`config.mk`:
```
export PLATFORM = sky130hd
export DESIGN_NAME = capcomp_timer
export DESIGN_NICKNAME = d
export VERILOG_FILES = /design/src/rtl/capcomp_pkg.sv /design/src/rtl/capcomp_prescale.sv /design/src/rtl/capcomp_counter.sv /design/src/rtl/capcomp_channel.sv /design/src/rtl/capcomp_timer.sv
export SDC_FILE = /design/constraint.sdc
export NUM_CORES = 1
export LEC_CHECK = 0
export ABC_AREA = 1
export ABC_CLOCK_PERIOD_IN_PS = 2400
export BUFFER_PORTS_ARGS = -buffer_cell sky130_fd_sc_hd__buf_2
export CAP_MARGIN = 15
export CORE_MARGIN = 3
export CORE_UTILIZATION = 60
export CTS_CLUSTER_DIAMETER = 30
export DETAILED_ROUTE_END_ITERATION = 8
export PLACE_DENSITY = 0.75
export SKIP_LAST_GASP = 1
export SYNTH_ARGS = -nofsm -noshare
export SYNTH_HDL_FRONTEND = slang
export SYNTH_SLANG_ARGS = --single-unit
```
`constraint.sdc`:
```
create_clock -name clk -period 2.4 [get_ports clk]
set_clock_uncertainty 0.15 [all_clocks]
set_input_delay 0.24 -clock clk [delete_from_list [all_inputs] [get_ports clk]]
set_output_delay 0.24 -clock clk [all_outputs]
set_load 0.005 [all_outputs]
```
`src/rtl/capcomp_pkg.sv`:
```
package capcomp_pkg;
  localparam int unsigned CNT_W  = 16;
  localparam int unsigned BYTE_W = 8;
  localparam int unsigned ADDR_W = 4;

  localparam logic [ADDR_W-1:0] A_CFG    = 4'h0;
  localparam logic [ADDR_W-1:0] A_CNT_HI = 4'h1;
  localparam logic [ADDR_W-1:0] A_CNT_LO = 4'h2;
  localparam logic [ADDR_W-1:0] A_LIM_HI = 4'h3;
  localparam logic [ADDR_W-1:0] A_LIM_LO = 4'h4;
  localparam int unsigned CH_BASE   = 5;
  localparam int unsigned CH_STRIDE = 3;

  localparam logic [1:0] ACT_TGL = 2'b01;
  localparam logic [1:0] ACT_CLR = 2'b10;
  localparam logic [1:0] ACT_SET = 2'b11;

  typedef struct packed {
    logic       flag;
    logic       ie;
    logic       mode_b;
    logic       mode_a;
    logic [1:0] edge_sel;
    logic       spare1;
    logic       spare0;
  } chan_ctl_t;
endpackage

```
`src/rtl/capcomp_prescale.sv`:
```
module capcomp_prescale #(
  parameter int unsigned SEL_W       = 3,
  parameter int unsigned SYNC_STAGES = 2
) (
  input  logic             clk,
  input  logic             rst_n,
  input  logic [SEL_W-1:0] sel,
  input  logic             ext_clk,
  output logic             tick
);
  localparam int unsigned DIV_W = (1 << SEL_W) - 2;
  localparam logic [SEL_W-1:0] SEL_EXT = '1;

  logic [DIV_W-1:0]     div_q;
  logic [DIV_W-1:0]     mask;
  logic [SYNC_STAGES:0] ext_q;
  logic                 ext_rise;

  always_ff @(posedge clk) begin
    if (!rst_n) begin
      div_q <= '0;
      ext_q <= '0;
    end else begin
      div_q <= div_q + DIV_W'(1);
      ext_q <= {ext_q[SYNC_STAGES-1:0], ext_clk};
    end
  end

  assign ext_rise = ext_q[SYNC_STAGES-1] & ~ext_q[SYNC_STAGES];

  always_comb begin
    mask = '0;
    for (int b = 0; b < int'(DIV_W); b++) mask[b] = (b < int'(sel));
    tick = (sel == SEL_EXT) ? ext_rise : ((div_q & mask) == mask);
  end

  // at divide-by-2 two ticks never come back to back
  p_div2_spacing_r2: assert property (@(posedge clk) disable iff (!rst_n)
    (tick && sel == SEL_W'(1)) |=> (!tick || sel != SEL_W'(1)));
  // a synchronized external edge yields a single-cycle tick
  p_ext_single_r3: assert property (@(posedge clk) disable iff (!rst_n)
    (tick && sel == SEL_EXT) |=> !(tick && sel == SEL_EXT));
endmodule

```
`src/rtl/capcomp_counter.sv`:
```
module capcomp_counter
  import capcomp_pkg::*;
(
  input  logic             clk,
  input  logic             rst_n,
  input  logic             tick,
  input  logic [CNT_W-1:0] limit,
  output logic [CNT_W-1:0] cnt_q
);
  always_ff @(posedge clk) begin
    if (!rst_n)                 cnt_q <= '0;
    else if (tick) begin
      if (cnt_q >= limit)       cnt_q <= '0;
      else                      cnt_q <= cnt_q + CNT_W'(1);
    end
  end

  p_wrap_r4: assert property (@(posedge clk) disable iff (!rst_n)
    (tick && cnt_q >= limit) |=> cnt_q == '0);
  p_step_r4: assert property (@(posedge clk) disable iff (!rst_n)
    (tick && cnt_q < limit) |=> cnt_q == CNT_W'($past(cnt_q) + 1));
  p_hold_r2: assert property (@(posedge clk) disable iff (!rst_n)
    !tick |=> $stable(cnt_q));
endmodule

```
`src/rtl/capcomp_channel.sv`:
```
module capcomp_channel
  import capcomp_pkg::*;
#(
  parameter bit          HAS_MODE_B  = 1'b1,
  parameter int unsigned SYNC_STAGES = 2
) (
  input  logic              clk,
  input  logic              rst_n,
  input  logic              tick,
  input  logic [CNT_W-1:0]  cnt,
  input  logic              wr_ctl,
  input  logic              wr_hi,
  input  logic              wr_lo,
  input  logic [BYTE_W-1:0] wdata,
  input  logic              pin_in,
  output chan_ctl_t         ctl_q,
  output logic [CNT_W-1:0]  val_q,
  output logic              pin_out,
  output logic              irq
);
  logic [SYNC_STAGES:0] pin_q;
  logic rise, fall, cap_hit, cmp_hit, evt;

  always_ff @(posedge clk) begin
    if (!rst_n) pin_q <= '0;
    else        pin_q <= {pin_q[SYNC_STAGES-1:0], pin_in};
  end

  assign rise    = pin_q[SYNC_STAGES-1] & ~pin_q[SYNC_STAGES];
  assign fall    = ~pin_q[SYNC_STAGES-1] & pin_q[SYNC_STAGES];
  assign cap_hit = ~ctl_q.mode_a &
                   ((ctl_q.edge_sel[0] & rise) | (ctl_q.edge_sel[1] & fall));
  assign cmp_hit = ctl_q.mode_a & tick & (cnt == val_q);
  assign evt     = cap_hit | cmp_hit;
  assign irq     = ctl_q.flag & ctl_q.ie;

  always_ff @(posedge clk) begin
    if (!rst_n) begin
      ctl_q <= '0;
    end else begin
      if (wr_ctl) begin
        ctl_q.ie       <= wdata[6];
        ctl_q.mode_b   <= HAS_MODE_B ? wdata[5] : 1'b0;
        ctl_q.mode_a   <= wdata[4];
        ctl_q.edge_sel <= wdata[3:2];
        ctl_q.spare1   <= wdata[1];
        ctl_q.spare0   <= wdata[0];
      end
      if (evt)                    ctl_q.flag <= 1'b1;
      else if (wr_ctl && !wdata[7]) ctl_q.flag <= 1'b0;
    end
  end

  always_ff @(posedge clk) begin
    if (!rst_n) begin
      val_q <= '0;
    end else if (cap_hit) begin
      val_q <= cnt;
    end else begin
      if (wr_hi) val_q[CNT_W-1:BYTE_W] <= wdata;
      if (wr_lo) val_q[BYTE_W-1:0]     <= wdata;
    end
  end

  always_ff @(posedge clk) begin
    if (!rst_n) pin_out <= 1'b0;
    else if (cmp_hit) begin
      case (ctl_q.edge_sel)
        ACT_TGL: pin_out <= ~pin_out;
        ACT_CLR: pin_out <= 1'b0;
        ACT_SET: pin_out <= 1'b1;
        default: pin_out <= pin_out;
      endcase
    end
  end

  p_cap_latch_r5: assert property (@(posedge clk) disable iff (!rst_n)
    cap_hit |=> val_q == $past(cnt));
  p_cap_off_r6: assert property (@(posedge clk) disable iff (!rst_n)
    (!ctl_q.mode_a && ctl_q.edge_sel == 2'b00 && !wr_hi && !wr_lo) |=> $stable(val_q));
  p_cmp_set_r7: assert property (@(posedge clk) disable iff (!rst_n)
    (cmp_hit && ctl_q.edge_sel == ACT_SET) |=> pin_out);
  p_cmp_clr_r7: assert property (@(posedge clk) disable iff (!rst_n)
    (cmp_hit && ctl_q.edge_sel == ACT_CLR) |=> !pin_out);
  p_cmp_tgl_r7: assert property (@(posedge clk) disable iff (!rst_n)
    (cmp_hit && ctl_q.edge_sel == ACT_TGL) |=> pin_out != $past(pin_out));
  p_evt_flag_r8: assert property (@(posedge clk) disable iff (!rst_n)
    evt |=> ctl_q.flag);
  p_flag_w1_r8: assert property (@(posedge clk) disable iff (!rst_n)
    (wr_ctl && wdata[7] && !ctl_q.flag && !evt) |=> !ctl_q.flag);
  p_irq_gate_r9: assert property (@(posedge clk) disable iff (!rst_n)
    !ctl_q.ie |-> !irq);

  generate
    if (!HAS_MODE_B) begin : g_no_mode_b
      p_no_mode_b_r10: assert property (@(posedge clk) disable iff (!rst_n)
        !ctl_q.mode_b);
    end
  endgenerate
endmodule

```
`src/rtl/capcomp_timer.sv`:
```
module capcomp_timer
  import capcomp_pkg::*;
#(
  parameter int unsigned SEL_W       = 3,
  parameter int unsigned NCH         = 2,
  parameter int unsigned SYNC_STAGES = 2
) (
  input  logic              clk,
  input  logic              rst_n,
  input  logic [ADDR_W-1:0] bus_addr,
  input  logic              bus_wr,
  input  logic              bus_rd,
  input  logic [BYTE_W-1:0] bus_wdata,
  output logic [BYTE_W-1:0] bus_rdata,
  input  logic              ext_clk,
  input  logic [NCH-1:0]    ch_pin_in,
  output logic [NCH-1:0]    ch_pin_out,
  output logic [NCH-1:0]    ch_irq
);
  logic [SEL_W-1:0]  sel_q;
  logic [CNT_W-1:0]  lim_q;
  logic [CNT_W-1:0]  cnt_q;
  logic [BYTE_W-1:0] lo_hold;
  logic              tick;
  chan_ctl_t         ctl_a [NCH];
  logic [CNT_W-1:0]  val_a [NCH];

  always_ff @(posedge clk) begin
    if (!rst_n) begin
      sel_q <= '0;
      lim_q <= '1;
    end else if (bus_wr) begin
      if (bus_addr == A_CFG)    sel_q <= bus_wdata[SEL_W-1:0];
      if (bus_addr == A_LIM_HI) lim_q[CNT_W-1:BYTE_W] <= bus_wdata;
      if (bus_addr == A_LIM_LO) lim_q[BYTE_W-1:0]     <= bus_wdata;
    end
  end

  capcomp_prescale #(.SEL_W(SEL_W), .SYNC_STAGES(SYNC_STAGES)) u_pre (
    .clk(clk), .rst_n(rst_n), .sel(sel_q), .ext_clk(ext_clk), .tick(tick)
  );

  capcomp_counter u_cnt (
    .clk(clk), .rst_n(rst_n), .tick(tick), .limit(lim_q), .cnt_q(cnt_q)
  );

  generate
    for (genvar i = 0; i < int'(NCH); i++) begin : g_ch
      localparam logic [ADDR_W-1:0] A_CTL = ADDR_W'(CH_BASE + CH_STRIDE * i);
      localparam logic [ADDR_W-1:0] A_HI  = ADDR_W'(CH_BASE + CH_STRIDE * i + 1);
      localparam logic [ADDR_W-1:0] A_LO  = ADDR_W'(CH_BASE + CH_STRIDE * i + 2);
      capcomp_channel #(.HAS_MODE_B(i == 0), .SYNC_STAGES(SYNC_STAGES)) u_ch (
        .clk(clk), .rst_n(rst_n), .tick(tick), .cnt(cnt_q),
        .wr_ctl(bus_wr && bus_addr == A_CTL),
        .wr_hi(bus_wr && bus_addr == A_HI),
        .wr_lo(bus_wr && bus_addr == A_LO),
        .wdata(bus_wdata), .pin_in(ch_pin_in[i]),
        .ctl_q(ctl_a[i]), .val_q(val_a[i]),
        .pin_out(ch_pin_out[i]), .irq(ch_irq[i])
      );
    end
  endgenerate

  always_ff @(posedge clk) begin
    if (!rst_n) begin
      lo_hold <= '0;
    end else if (bus_rd) begin
      if (bus_addr == A_CNT_HI) lo_hold <= cnt_q[BYTE_W-1:0];
      for (int c = 0; c < int'(NCH); c++)
        if (bus_addr == ADDR_W'(CH_BASE + CH_STRIDE * c + 1)) lo_hold <= val_a[c][BYTE_W-1:0];
    end
  end

  always_comb begin
    bus_rdata = '0;
    case (bus_addr)
      A_CFG:    bus_rdata = BYTE_W'(sel_q);
      A_CNT_HI: bus_rdata = cnt_q[CNT_W-1:BYTE_W];
      A_CNT_LO: bus_rdata = lo_hold;
      A_LIM_HI: bus_rdata = lim_q[CNT_W-1:BYTE_W];
      A_LIM_LO: bus_rdata = lim_q[BYTE_W-1:0];
      default: begin
        for (int c = 0; c < int'(NCH); c++) begin
          if (bus_addr == ADDR_W'(CH_BASE + CH_STRIDE * c))     bus_rdata = ctl_a[c];
          if (bus_addr == ADDR_W'(CH_BASE + CH_STRIDE * c + 1)) bus_rdata = val_a[c][CNT_W-1:BYTE_W];
          if (bus_addr == ADDR_W'(CH_BASE + CH_STRIDE * c + 2)) bus_rdata = lo_hold;
        end
      end
    endcase
  end

  // a high-byte counter read freezes the low byte of that same cycle
  p_lo_hold_r11: assert property (@(posedge clk) disable iff (!rst_n)
    (bus_rd && bus_addr == A_CNT_HI) |=> lo_hold == $past(cnt_q[BYTE_W-1:0]));
endmodule

```
==> flow_metrics.env, run 1 <==
export IMPL_status="completed"
export IMPL_critPathLaunchType="register"
export IMPL_drc=0
export IMPL_fp_dieW_um=110
export IMPL_path_cells="inv_1 -> o22ai_1 -> a211oi_1 -> o211ai_1 -> buf_2"
export IMPL_boundaryPins=31
export IMPL_grt_pass1_wl_mm=32.1
export IMPL_min_path_type="in2reg"
export IMPL_fin_nets=1081
export IMPL_setup_viol=0
export IMPL_avgSynthCellArea_sq_um=6.36
export IMPL_fin_util_pct=66.7
export IMPL_rows=37
export IMPL_synth_seq_area_share_pct=33.2
export IMPL_synth_async_sr_flop_share_pct=0
export IMPL_dpl_hpwl_mm=15.6
export IMPL_routed_wl_mm=20.6
export IMPL_cts_tree="yes"
export IMPL_cts_num_sinks=107
export IMPL_max_stage_delay_ns=0.43
export IMPL_grt_overflow=0
export IMPL_path_clk_slew_ns=0.10
export IMPL_yosysUniqueCellTypes=37
export IMPL_cts_setup_buffers=0
export IMPL_power_leakage_nw=3.49
export IMPL_num_vias=6755
export IMPL_synth_area_mux_share_pct=0
export IMPL_htree_levels=3
export IMPL_fp_coreArea_sq_um=10400
export IMPL_synth_fa_ha_area_share_pct=3.49
export IMPL_synth_warnings=0
export IMPL_synth_compound_area_share_pct=18.7
export IMPL_place_congestion=1.02
export IMPL_power_density_nw_per_um2=502
export IMPL_syn_area_sq_um=6460
export IMPL_synth_top_family_by_area="simple AND/OR/NAND/NOR gates"
export IMPL_start_util_pct=62.0
export IMPL_dr_pass1_iters=6
export IMPL_multi_input_area_sq_um=3460
export IMPL_cts_root_buffer="clkbuf_8"
export IMPL_die_area_sq_um=12000
export IMPL_max_freq_mhz=444
export IMPL_insertedDiodeCount=0
export IMPL_port_buffers=30
export IMPL_critPathSlowestCell="dfxtp_1"
export IMPL_ys_seq_elements=107
export IMPL_cap_viol_max_count=0
export IMPL_wl_per_cell_um=17.4
export IMPL_worstMarginPinSlew_ns=0.896
export IMPL_hold_viol=0
export IMPL_syn_num_nets=1052
export IMPL_worstPathRequired_ns=2.01
export IMPL_insertion_delay_ns=0.40
export IMPL_layout_commonest_cell="nand2_1"
export IMPL_fin_total_pwr_mw=3.49
export IMPL_drv_slew=0
export IMPL_grt_antenna_before_repair=0
export IMPL_gr_usage_all_layers_pct=35.6
export IMPL_yosys_area_share_simple_pct=30.0
export IMPL_path_depth=5
export IMPL_drt_iter0_markers=764
export IMPL_grt_max_degree=70
export IMPL_min_period_ns=2.25
export IMPL_crit_buf_inv=2
export IMPL_synth_cells=1015
export IMPL_synth_xor_area_share_pct=1.36
export IMPL_holdPathStages=3
export IMPL_cts_buffer_depth=2
export IMPL_path_max_fanout=6
export IMPL_relSlewSlack_pct=40.2
export IMPL_drive_above_1_share_pct=9.06
export IMPL_postRouteAntennaNets=0
export IMPL_arrival_ns=1.86
export IMPL_period_share_pct=93.9
export IMPL_setup_tns_ns=0
export IMPL_critical_path_class="reg2out"
export IMPL_syn_to_final_growth_pct=7.65
export IMPL_rsz0062_at_grt="no"
export IMPL_grt_pass1_vias=6084
export IMPL_n_fill_cell=1011
export IMPL_layout_common_cells="nand2_1, inv_1, nor2_1, dfxtp_1, o21ai_0"
export IMPL_cts_buffers=9
export IMPL_crit_path_end_kind="output port"
export IMPL_die_h_um=110
export IMPL_seqCellArea_sq_um=2140
export IMPL_cpLargestDelayFamily="compound AO/OA/AOI/OAI gates"
export IMPL_synth_flop_cell="dfxtp_1"
export IMPL_ir_drop_uv=456
export IMPL_vias_per_cell=5.70
export IMPL_synth_edf_count=0
export IMPL_r2r_cells=10
## kinds of logic (layout without fill, tap and decap cells)
group / count (synthesis) / count (layout)
compound gates: 210 / 210
xor+xnor: 10 / 10
fa+ha+maj: 18 / 18
buf+inv: 210 / 244
flops: 107 / 107
simple gates: 460 / 460
## final timing paths
kind / startpoint / end / slack (ns)
worst max-delay path: u_cnt.cnt_q[8] / bus_rdata[0] / 0.15
worst min-delay path: bus_wdata[6] / g_ch[0].u_ch.ctl_q[6] / 0.07
worst max register to register: u_cnt.cnt_q[14] / u_cnt.cnt_q[14] / 0.35
worst min register to register: g_ch[1].u_ch.pin_q[0] / g_ch[1].u_ch.pin_q[1] / 0.28
## tightest hold or removal path: cells and delay by family
kind | cells | cell delay, ns
and+or+nand+nor | 2 | 0.17
buffers and inverters | 1 | 0.18
## metal layers
metal	global-route usage (%)	routed length (um)
met5	0	0
met4	16.5	951
met1	47.7	8500
met3	8.10	2240
met2	54.1	8890
## stage by stage
step                cells  setup WS [ns]  hold slack [ns]  area, sq um
floorplan            1015          0.655            0.188         6460
global placement     1166          0.370            0.251         6720
detailed placement   1166          0.333            0.256         6720
CTS                  1185          0.179           0.0456         6950
global route         1185         0.0904           0.0483         6950
finish               1185          0.146           0.0688         6950
## sequential cells by signal, indices dropped and copies added (netlist names)
signal,cells
u_pre.div_q,6
lim_q,16
u_pre.ext_q,3
g_ch.u_ch.pin_out,2
sel_q,3
lo_hold,8
g_ch.u_ch.val_q,32
g_ch.u_ch.pin_q,6
g_ch.u_ch.ctl_q,15
u_cnt.cnt_q,16
## cells in the mapped netlist (10+ instances only)
cell | n | area [sq um]
a211oi_1 | 11 | 82.6
a21oi_1 | 53 | 265
clkbuf_1 | 11 | 41.3
dfxtp_1 | 107 | 2140
ha_1 | 18 | 225
inv_1 | 173 | 649
nand2_1 | 259 | 972
nand2_2 | 13 | 81.3
nand3_1 | 23 | 115
nand4_1 | 15 | 93.8
nor2_1 | 117 | 439
nor3_1 | 14 | 70.1
o211ai_1 | 10 | 75.1
o21ai_0 | 70 | 350
o22ai_1 | 47 | 294
## what timing repair did
action | CTS | global route
resized for setup | 0 | 0
hold buffers | 3 | 0
hold endpoints to repair | 3 | 0
## cell type report
cell class	instances	area share, %
multi-input cells	698	49.7
clock inverters	4	0.468
flip-flops and latches	107	30.8
inverters	179	9.67
repair buffers	49	4.50
clock buffers	12	2.38
well taps	136	2.45
## where the power goes
part	internal [mW]	leakage [nW]	switching, mW	total [mW]
clock	0.468	0.0952	0.660	1.13
sequential	1.82	0.868	0.0404	1.86
combinational	0.159	2.53	0.341	0.499
No activity file was read; power rests on OpenSTA's default activity.
==> inputs of run 2 (changes only) <==
--- a/config.mk
+++ b/config.mk
@@ -5,7 +5,6 @@
 export SDC_FILE = /design/constraint.sdc
 export NUM_CORES = 1
 export LEC_CHECK = 0
-export ABC_AREA = 1
 export ABC_CLOCK_PERIOD_IN_PS = 2400
 export BUFFER_PORTS_ARGS = -buffer_cell sky130_fd_sc_hd__buf_2
 export CAP_MARGIN = 15
==> flow_metrics.env, run 2 <==
export IMPL_status="completed"
export IMPL_top_regs="g_ch.u_ch.val_q: 32 flops, lim_q: 16 flops, u_cnt.cnt_q: 16 flops"
export IMPL_power_density_nw_per_um2=494
export IMPL_fin_total_pwr_mw=3.48
export IMPL_critPathLaunchType="register"
export IMPL_htree_levels=3
export IMPL_synth_warnings=0
export IMPL_fin_util_pct=70.3
export IMPL_power_frac_seq_pct=53.3
export IMPL_cts_num_sinks=107
export IMPL_rows=36
export IMPL_drv_slew=0
export IMPL_fin_nets=816
export IMPL_drt_iter0_markers=683
export IMPL_synth_xor_area_share_pct=6.52
export IMPL_die_h_um=109
export IMPL_max_stage_delay_ns=0.42
export IMPL_setup_viol=0
export IMPL_synth_edf_count=0
export IMPL_fp_dieW_um=109
export IMPL_cts_buffers=9
export IMPL_relSlewSlack_pct=63.4
export IMPL_cts_root_buffer="clkbuf_8"
export IMPL_routed_top_layer="met4"
export IMPL_period_share_pct=97.2
export IMPL_fp_coreArea_sq_um=10000
export IMPL_internal_power_mw=2.46
export IMPL_drc=0
export IMPL_wl_met2_mm=8.70
export IMPL_synthDominantAreaCellType="dfxtp_1"
export IMPL_yosysUniqueCellTypes=55
export IMPL_grt_pass1_wl_mm=30.9
export IMPL_synth_async_sr_flop_share_pct=0
export IMPL_hold_ws_ns=0.0750
export IMPL_layout_common_cells="dfxtp_1, nand2_1, buf_4, mux2i_1, nor2_1"
export IMPL_wl_per_cell_um=21.7
export IMPL_path_max_fanout=5
export IMPL_synth_flop_cell="dfxtp_1"
export IMPL_grt_antenna_before_repair=0
export IMPL_placedCellCount=897
export IMPL_avgSynthCellArea_sq_um=8.43
export IMPL_insertedDiodeCount=0
export IMPL_top_register="g_ch.u_ch.val_q"
export IMPL_synth_area_mux_share_pct=11.1
export IMPL_min_path_type="in2reg"
export IMPL_crit_buf_inv=2
export IMPL_grt_overflow=0
export IMPL_ys_seq_elements=107
export IMPL_boundaryPins=31
export IMPL_ir_drop_uv=591
export IMPL_die_area_sq_um=11800
export IMPL_dpl_hpwl_mm=14.5
export IMPL_postRouteAntennaNets=0
export IMPL_yosys_area_share_simple_pct=20.4
export IMPL_drive_above_1_share_pct=16.2
export IMPL_critical_path_class="reg2reg"
export IMPL_p_comb_share_pct=14.1
export IMPL_synth_fa_ha_area_share_pct=3.57
export IMPL_cts_buffer_depth=2
export IMPL_num_vias=5872
export IMPL_cap_viol_max_count=0
export IMPL_hold_viol=0
export IMPL_routed_wl_mm=19.9
export IMPL_synth_seq_area_share_pct=33.9
export IMPL_crit_path_end_kind="register"
export IMPL_syn_area_sq_um=6320
export IMPL_port_buffers=30
export IMPL_final_cells=917
export IMPL_synth_top_area_share_pct=33.9
export IMPL_rsz0062_at_grt="no"
export IMPL_insertion_delay_ns=0.41
export IMPL_min_period_ns=2.33
export IMPL_place_congestion=0.971
export IMPL_cts_tree="yes"
export IMPL_synth_top_family_by_area="simple AND/OR/NAND/NOR gates"
export IMPL_critPathSlowestCell="nor4_2"
export IMPL_worstMarginPinSlew_ns=0.549
export IMPL_synthTopCellsByCount="dfxtp_1, nand2_1, mux2i_1, nor2_1, clkbuf_1"
export IMPL_setup_tns_ns=0
export IMPL_syn_to_final_growth_pct=11.3
export IMPL_dr_pass1_iters=5
export IMPL_grt_pass1_vias=5693
export IMPL_vias_per_cell=6.40
export IMPL_gr_usage_all_layers_pct=34.7
export IMPL_cpLargestDelayFamily="simple AND/OR/NAND/NOR gates"
export IMPL_start_util_pct=63.2
export IMPL_arrival_ns=2.47
export IMPL_crit_top_cell="buf_4"
export IMPL_synth_most_common_cell="dfxtp_1"
export IMPL_p_switching_mw=1.02
export IMPL_met1Wirelength_mm=8.10
export IMPL_pwr_share_clk_pct=32.6
export IMPL_synth_area_leaders="dfxtp_1, mux2i_1, o211a_1, nand2_1, xor2_1"
export IMPL_path_clk_slew_ns=0.11
export IMPL_worstPathRequired_ns=2.53
export IMPL_syn_num_nets=786
export IMPL_layout_commonest_cell="dfxtp_1"
export IMPL_grt_max_degree=46
export IMPL_power_leakage_nw=3.39
export IMPL_synth_compound_area_share_pct=18.2
export IMPL_synth_cells=749
export IMPL_largest_reg_flops=32
export IMPL_max_freq_mhz=429
export IMPL_swShare_pct=29.2
export IMPL_path_cells="nor2b_1 -> o21ai_0 -> a311oi_2 -> buf_4 -> nor4_2 -> buf_4 -> mux2i_1 -> a21boi_0"
export IMPL_dr_wl_met3_mm=2.16
==> run 2: changes by cell type after synthesis, sizes merged, moves of 34 or more <==
cell    change
nor2       -74
o21ai      -56
nand2     -199
mux2i      +54
clkbuf     +34
o22ai      -42
nor2b      +37
inv       -156
==> run 2: power by group through the flow <==
stage | logic, mW | registers [mW] | clock network (mW)
after global routing | 0.524 | 1.86 | 1.21
after global placement | 0.456 | 1.89 | 0
after detailed placement | 0.465 | 1.89 | 0
final | 0.490 | 1.85 | 1.13
after CTS | 0.473 | 1.85 | 1.14
after floorplan | 0.303 | 1.88 | 0
==> run 2: stage by stage <==
stage	instance area (sq um)	worst slack (ns)
floorplan	6320	0.154
global placement	6760	-0.0134
detailed placement	6760	-0.0520
CTS	6990	0.0676
global route	7030	0.000385
finish	7030	0.0674
==> run 2: cell type report <==
cell class | instances | area [sq um]
clock buffer | 11 | 151
clock inverter | 5 | 42.5
fill | 836 | 2970
inverter | 24 | 90.1
multi-input combinational | 548 | 3820
sequential | 107 | 2150
tap | 133 | 166
timing repair buffer | 89 | 616
==> run 2: path summary, 6_finish.rpt <==
path,to,slack (ns),cells after the start,start
hold / removal,lim_q[8],0.07,3,bus_wdata[0]
setup / recovery,g_ch[0].u_ch.pin_out,0.07,8,sel_q[0]
hold reg to reg,g_ch[1].u_ch.pin_q[1],0.30,1,g_ch[1].u_ch.pin_q[0]
setup reg to reg,g_ch[0].u_ch.pin_out,0.07,8,sel_q[0]
==> run 2: cells by family after synthesis <==
group / after synthesis
flip-flops: 107
XOR/XNOR: 47
AO/OA/AOI/OAI: 157
multiplexers: 66
buffers and inverters: 94
AND/OR/NAND/NOR: 260
adder cells (fa/ha/maj): 18
==> run 2: timing repair <==
action,CTS,global route
pin swaps,0,1
gates resized for setup,1,8
setup buffers,0,1
hold buffers,3,0
setup endpoints to repair,1,20
endpoints found under the hold margin,3,0
==> run 2: tightest hold or removal path: stages <==
cell and delay (ns):
buf_2 0.19, nand2_1 0.09, o211ai_1 0.07
==> run 2: metal layers <==
| layer | vias up | track usage [%] |
|---|---|---|
| li1 | 2705 | - |
| met1 | 2756 | 45.8 |
| met2 | 337 | 52.2 |
| met3 | 74 | 9.25 |
| met4 | 0 | 17.3 |
| met5 | - | 0 |
==> inputs of run 3 (changes only) <==
--- a/config.mk
+++ b/config.mk
@@ -5,9 +5,10 @@
 export SDC_FILE = /design/constraint.sdc
 export NUM_CORES = 1
 export LEC_CHECK = 0
-export ABC_CLOCK_PERIOD_IN_PS = 2400
+export ABC_CLOCK_PERIOD_IN_PS = 2300
 export BUFFER_PORTS_ARGS = -buffer_cell sky130_fd_sc_hd__buf_2
 export CAP_MARGIN = 15
+export CORE_ASPECT_RATIO = 1.4
 export CORE_MARGIN = 3
 export CORE_UTILIZATION = 60
 export CTS_CLUSTER_DIAMETER = 30
@@ -16,4 +17,5 @@
 export SKIP_LAST_GASP = 1
 export SYNTH_ARGS = -nofsm -noshare
 export SYNTH_HDL_FRONTEND = slang
+export SYNTH_HIERARCHICAL = 1
 export SYNTH_SLANG_ARGS = --single-unit
==> constraint.sdc (replaced) <==
create_clock -name clk -period 2.3 [get_ports clk]
set_clock_uncertainty 0.15 [all_clocks]
set_input_delay 0.23 -clock clk [delete_from_list [all_inputs] [get_ports clk]]
set_output_delay 0.23 -clock clk [all_outputs]
set_load 0.005 [all_outputs]
==> flow_metrics.env, run 3 <==
export IMPL_worstMarginPinSlew_ns=0.887
export IMPL_wl_per_cell_um=21.1
export IMPL_place_congestion=1.00
export IMPL_layout_commonest_cell="dfxtp_1"
export IMPL_drive_above_1_share_pct=18.2
export IMPL_routed_wl_mm=18.7
export IMPL_r2r_cells=10
export IMPL_synth_edf_count=0
export IMPL_fin_total_pwr_mw=3.89
export IMPL_cts_num_sinks=107
export IMPL_gr_usage_all_layers_pct=31.8
export IMPL_max_stage_delay_ns=0.61
export IMPL_dr_pass1_iters=5
export IMPL_cts_tree="yes"
export IMPL_start_util_pct=62.6
export IMPL_path_cells="nor2b_1 -> o22ai_1 -> a21boi_1 -> o21ai_1 -> buf_4 -> nand4_4 -> or4_4 -> nor2_4 -> xnor2_2 -> nor2_1"
export IMPL_met1Wirelength_mm=7.23
export IMPL_boundaryPins=31
export IMPL_ir_drop_uv=345
export IMPL_grt_overflow=0
export IMPL_internal_power_mw=2.83
export IMPL_cap_viol_max_count=0
export IMPL_ys_seq_elements=107
export IMPL_critPathSlowestCell="or4_4"
export IMPL_hold_viol=0
export IMPL_synth_most_common_cell="dfxtp_1"
export IMPL_yosysUniqueCellTypes=66
export IMPL_insertedDiodeCount=0
export IMPL_port_buffers=30
export IMPL_crit_path_end_kind="register"
export IMPL_fp_dieW_um=92.6
export IMPL_max_freq_mhz=438
export IMPL_top_regs="g_ch.u_ch/val_q: 32 flops, lim_q: 16 flops, u_cnt/cnt_q: 16 flops"
export IMPL_drv_slew=0
export IMPL_synth_async_sr_flop_share_pct=0
export IMPL_cts_buffers=9
export IMPL_rsz0062_at_grt="yes"
export IMPL_cts_buffer_depth=2
export IMPL_grt_max_degree=59
export IMPL_die_area_sq_um=11800
export IMPL_grt_antenna_before_repair=0
export IMPL_die_h_um=127
export IMPL_setup_viol=0
export IMPL_synth_area_leaders="dfxtp_1, mux2i_1, xor2_1, nand2_1, o211a_1"
export IMPL_vias_per_cell=6.27
export IMPL_r2r_start="sel_q[0]"
export IMPL_drt_iter0_markers=615
export IMPL_postRouteAntennaNets=0
export IMPL_drc=0
export IMPL_rrSetupSlack_ns=0.01
export IMPL_swShare_pct=27.2
export IMPL_synthDominantAreaCellType="dfxtp_1"
export IMPL_syn_num_nets=741
export IMPL_syn_area_sq_um=6300
export IMPL_insertion_delay_ns=0.35
export IMPL_n_fill_cell=815
export IMPL_synth_cells=704
export IMPL_period_share_pct=99.4
export IMPL_wl_met2_mm=8.74
export IMPL_path_clk_slew_ns=0.07
export IMPL_relSlewSlack_pct=40.7
export IMPL_min_path_type="in2reg"
export IMPL_worstPathRequired_ns=2.40
export IMPL_pwr_share_clk_pct=37.8
export IMPL_synth_warnings=6
export IMPL_crit_path_start="sel_q[0]"
export IMPL_power_leakage_nw=3.50
export IMPL_min_to="lo_hold[7]"
export IMPL_crit_buf_inv=1
export IMPL_avgSynthCellArea_sq_um=8.95
export IMPL_status="completed"
export IMPL_holdPathStages=3
export IMPL_path_max_fanout=6
export IMPL_htree_levels=3
export IMPL_setup_tns_ns=0
export IMPL_hp_start="bus_rd"
export IMPL_cpLargestDelayFamily="simple AND/OR/NAND/NOR gates"
export IMPL_fp_coreArea_sq_um=10100
export IMPL_grt_pass1_vias=5323
export IMPL_hold_ws_ns=0.0374
export IMPL_rows=43
export IMPL_dpl_hpwl_mm=13.4
export IMPL_synthTopCellsByCount="dfxtp_1, nand2_1, mux2i_1, xor2_1, nor2_1"
export IMPL_critPathLaunchType="register"
export IMPL_cts_root_buffer="clkbuf_16"
export IMPL_p_switching_mw=1.06
export IMPL_grt_pass1_wl_mm=28.6
export IMPL_syn_to_final_growth_pct=12.2
export IMPL_min_period_ns=2.29
export IMPL_routed_top_layer="met4"
export IMPL_synth_top_area_share_pct=34.0
export IMPL_num_vias=5544
export IMPL_power_frac_seq_pct=50.1
export IMPL_fin_nets=782
export IMPL_largest_reg_flops=32
export IMPL_critical_path_class="reg2reg"
export IMPL_arrival_ns=2.38
export IMPL_top_register="g_ch.u_ch/val_q"
export IMPL_power_density_nw_per_um2=550
export IMPL_synth_seq_area_share_pct=34.0
export IMPL_dr_wl_met3_mm=1.43
export IMPL_synth_flop_cell="dfxtp_1"
export IMPL_p_comb_share_pct=12.1
export IMPL_timing_rr_end="u_cnt/cnt_q[11]"
export IMPL_layout_common_cells="dfxtp_1, nand2_1, mux2i_1, xor2_1, buf_4"
==> run 3: cell count changes in the layout (fill, tap and decap cells not counted), sizes merged, moves of 8 or more <==
| cell | before | now |
|---|---|---|
| o211ai | 18 | 1 |
| nor2 | 51 | 41 |
| xor2 | 31 | 39 |
| nand2 | 74 | 91 |
| a211oi | 11 | 0 |
| buf | 85 | 70 |
| a21oi | 34 | 13 |
| nor2b | 37 | 20 |
==> run 3: metal layers <==
layer,vias to the layer above,GRT usage (%)
met5,-,0
met4,0,21.6
met3,80,4.59
met2,275,51.3
met1,2615,39.1
li1,2574,-
==> run 3: tightest hold or removal path, cell delays in order <==
cell and delay, ns:
buf_2 0.11, o21ai_4 0.08, o31ai_1 0.07
==> run 3: logic make-up after synthesis <==
logic type / count (synthesis) / synth area share (%)
flip-flops: 107 / 34.0
multiplexers: 76 / 12.9
AND/OR/NAND/NOR: 267 / 22.3
adder cells (fa/ha/maj): 18 / 3.58
AO/OA/AOI/OAI: 114 / 14.8
buffers and inverters: 70 / 5.26
other: 1 / 0.0595
XOR/XNOR: 51 / 7.09
==> run 3: layout make-up <==
class | count | area (sq um) | area share [%]
multi-input cells | 527 | 3850 | 54.6
flip-flops and latches | 107 | 2160 | 30.6
repair buffers | 73 | 505 | 7.15
clock buffers | 9 | 225 | 3.19
well taps | 135 | 169 | 2.39
inverters | 27 | 101 | 1.43
clock inverters | 6 | 51.3 | 0.726
==> run 3: worst max path at each step <==
stage,endpoint,slack (ns),cells after the start
after floorplan,u_cnt/cnt_q[15],0.06,10
after global placement,u_cnt/cnt_q[11],0.14,10
after detailed placement,u_cnt/cnt_q[11],0.04,10
after CTS,u_cnt/cnt_q[15],0.01,10
after global routing,u_cnt/cnt_q[11],-0.04,10
final,u_cnt/cnt_q[11],0.01,10
==> run 3: power groups by stage <==
stage | clock network [mW] | registers [mW] | logic [mW]
floorplan | 0 | 1.97 | 0.301
CTS | 1.49 | 1.94 | 0.457
global placement | 0 | 1.98 | 0.445
global route | 1.56 | 1.95 | 0.505
detailed placement | 0 | 1.99 | 0.452
finish | 1.47 | 1.95 | 0.471
==> run 3: repair_timing <==
| item | in CTS | in global routing |
|---|---|---|
| endpoints found under the hold margin | 3 | 0 |
| hold buffers | 3 | 0 |
| resized for setup | 0 | 18 |
| setup endpoints to repair | 0 | 10 |
| setup buffers | 0 | 2 |
==> run 3: stage by stage <==
step | area [sq um] | instances | worst slack, ns | util (%)
2_1_floorplan | 6300 | 704 | 0.0602 | -
3_3_place_gp | 6700 | 864 | 0.139 | 66.6
3_5_place_dp | 6700 | 864 | 0.0416 | 66.6
4_1_cts | 7000 | 882 | 0.0107 | 69.6
5_1_grt | 7070 | 884 | -0.0354 | 70.2
6_report | 7070 | 884 | 0.0149 | 70.2
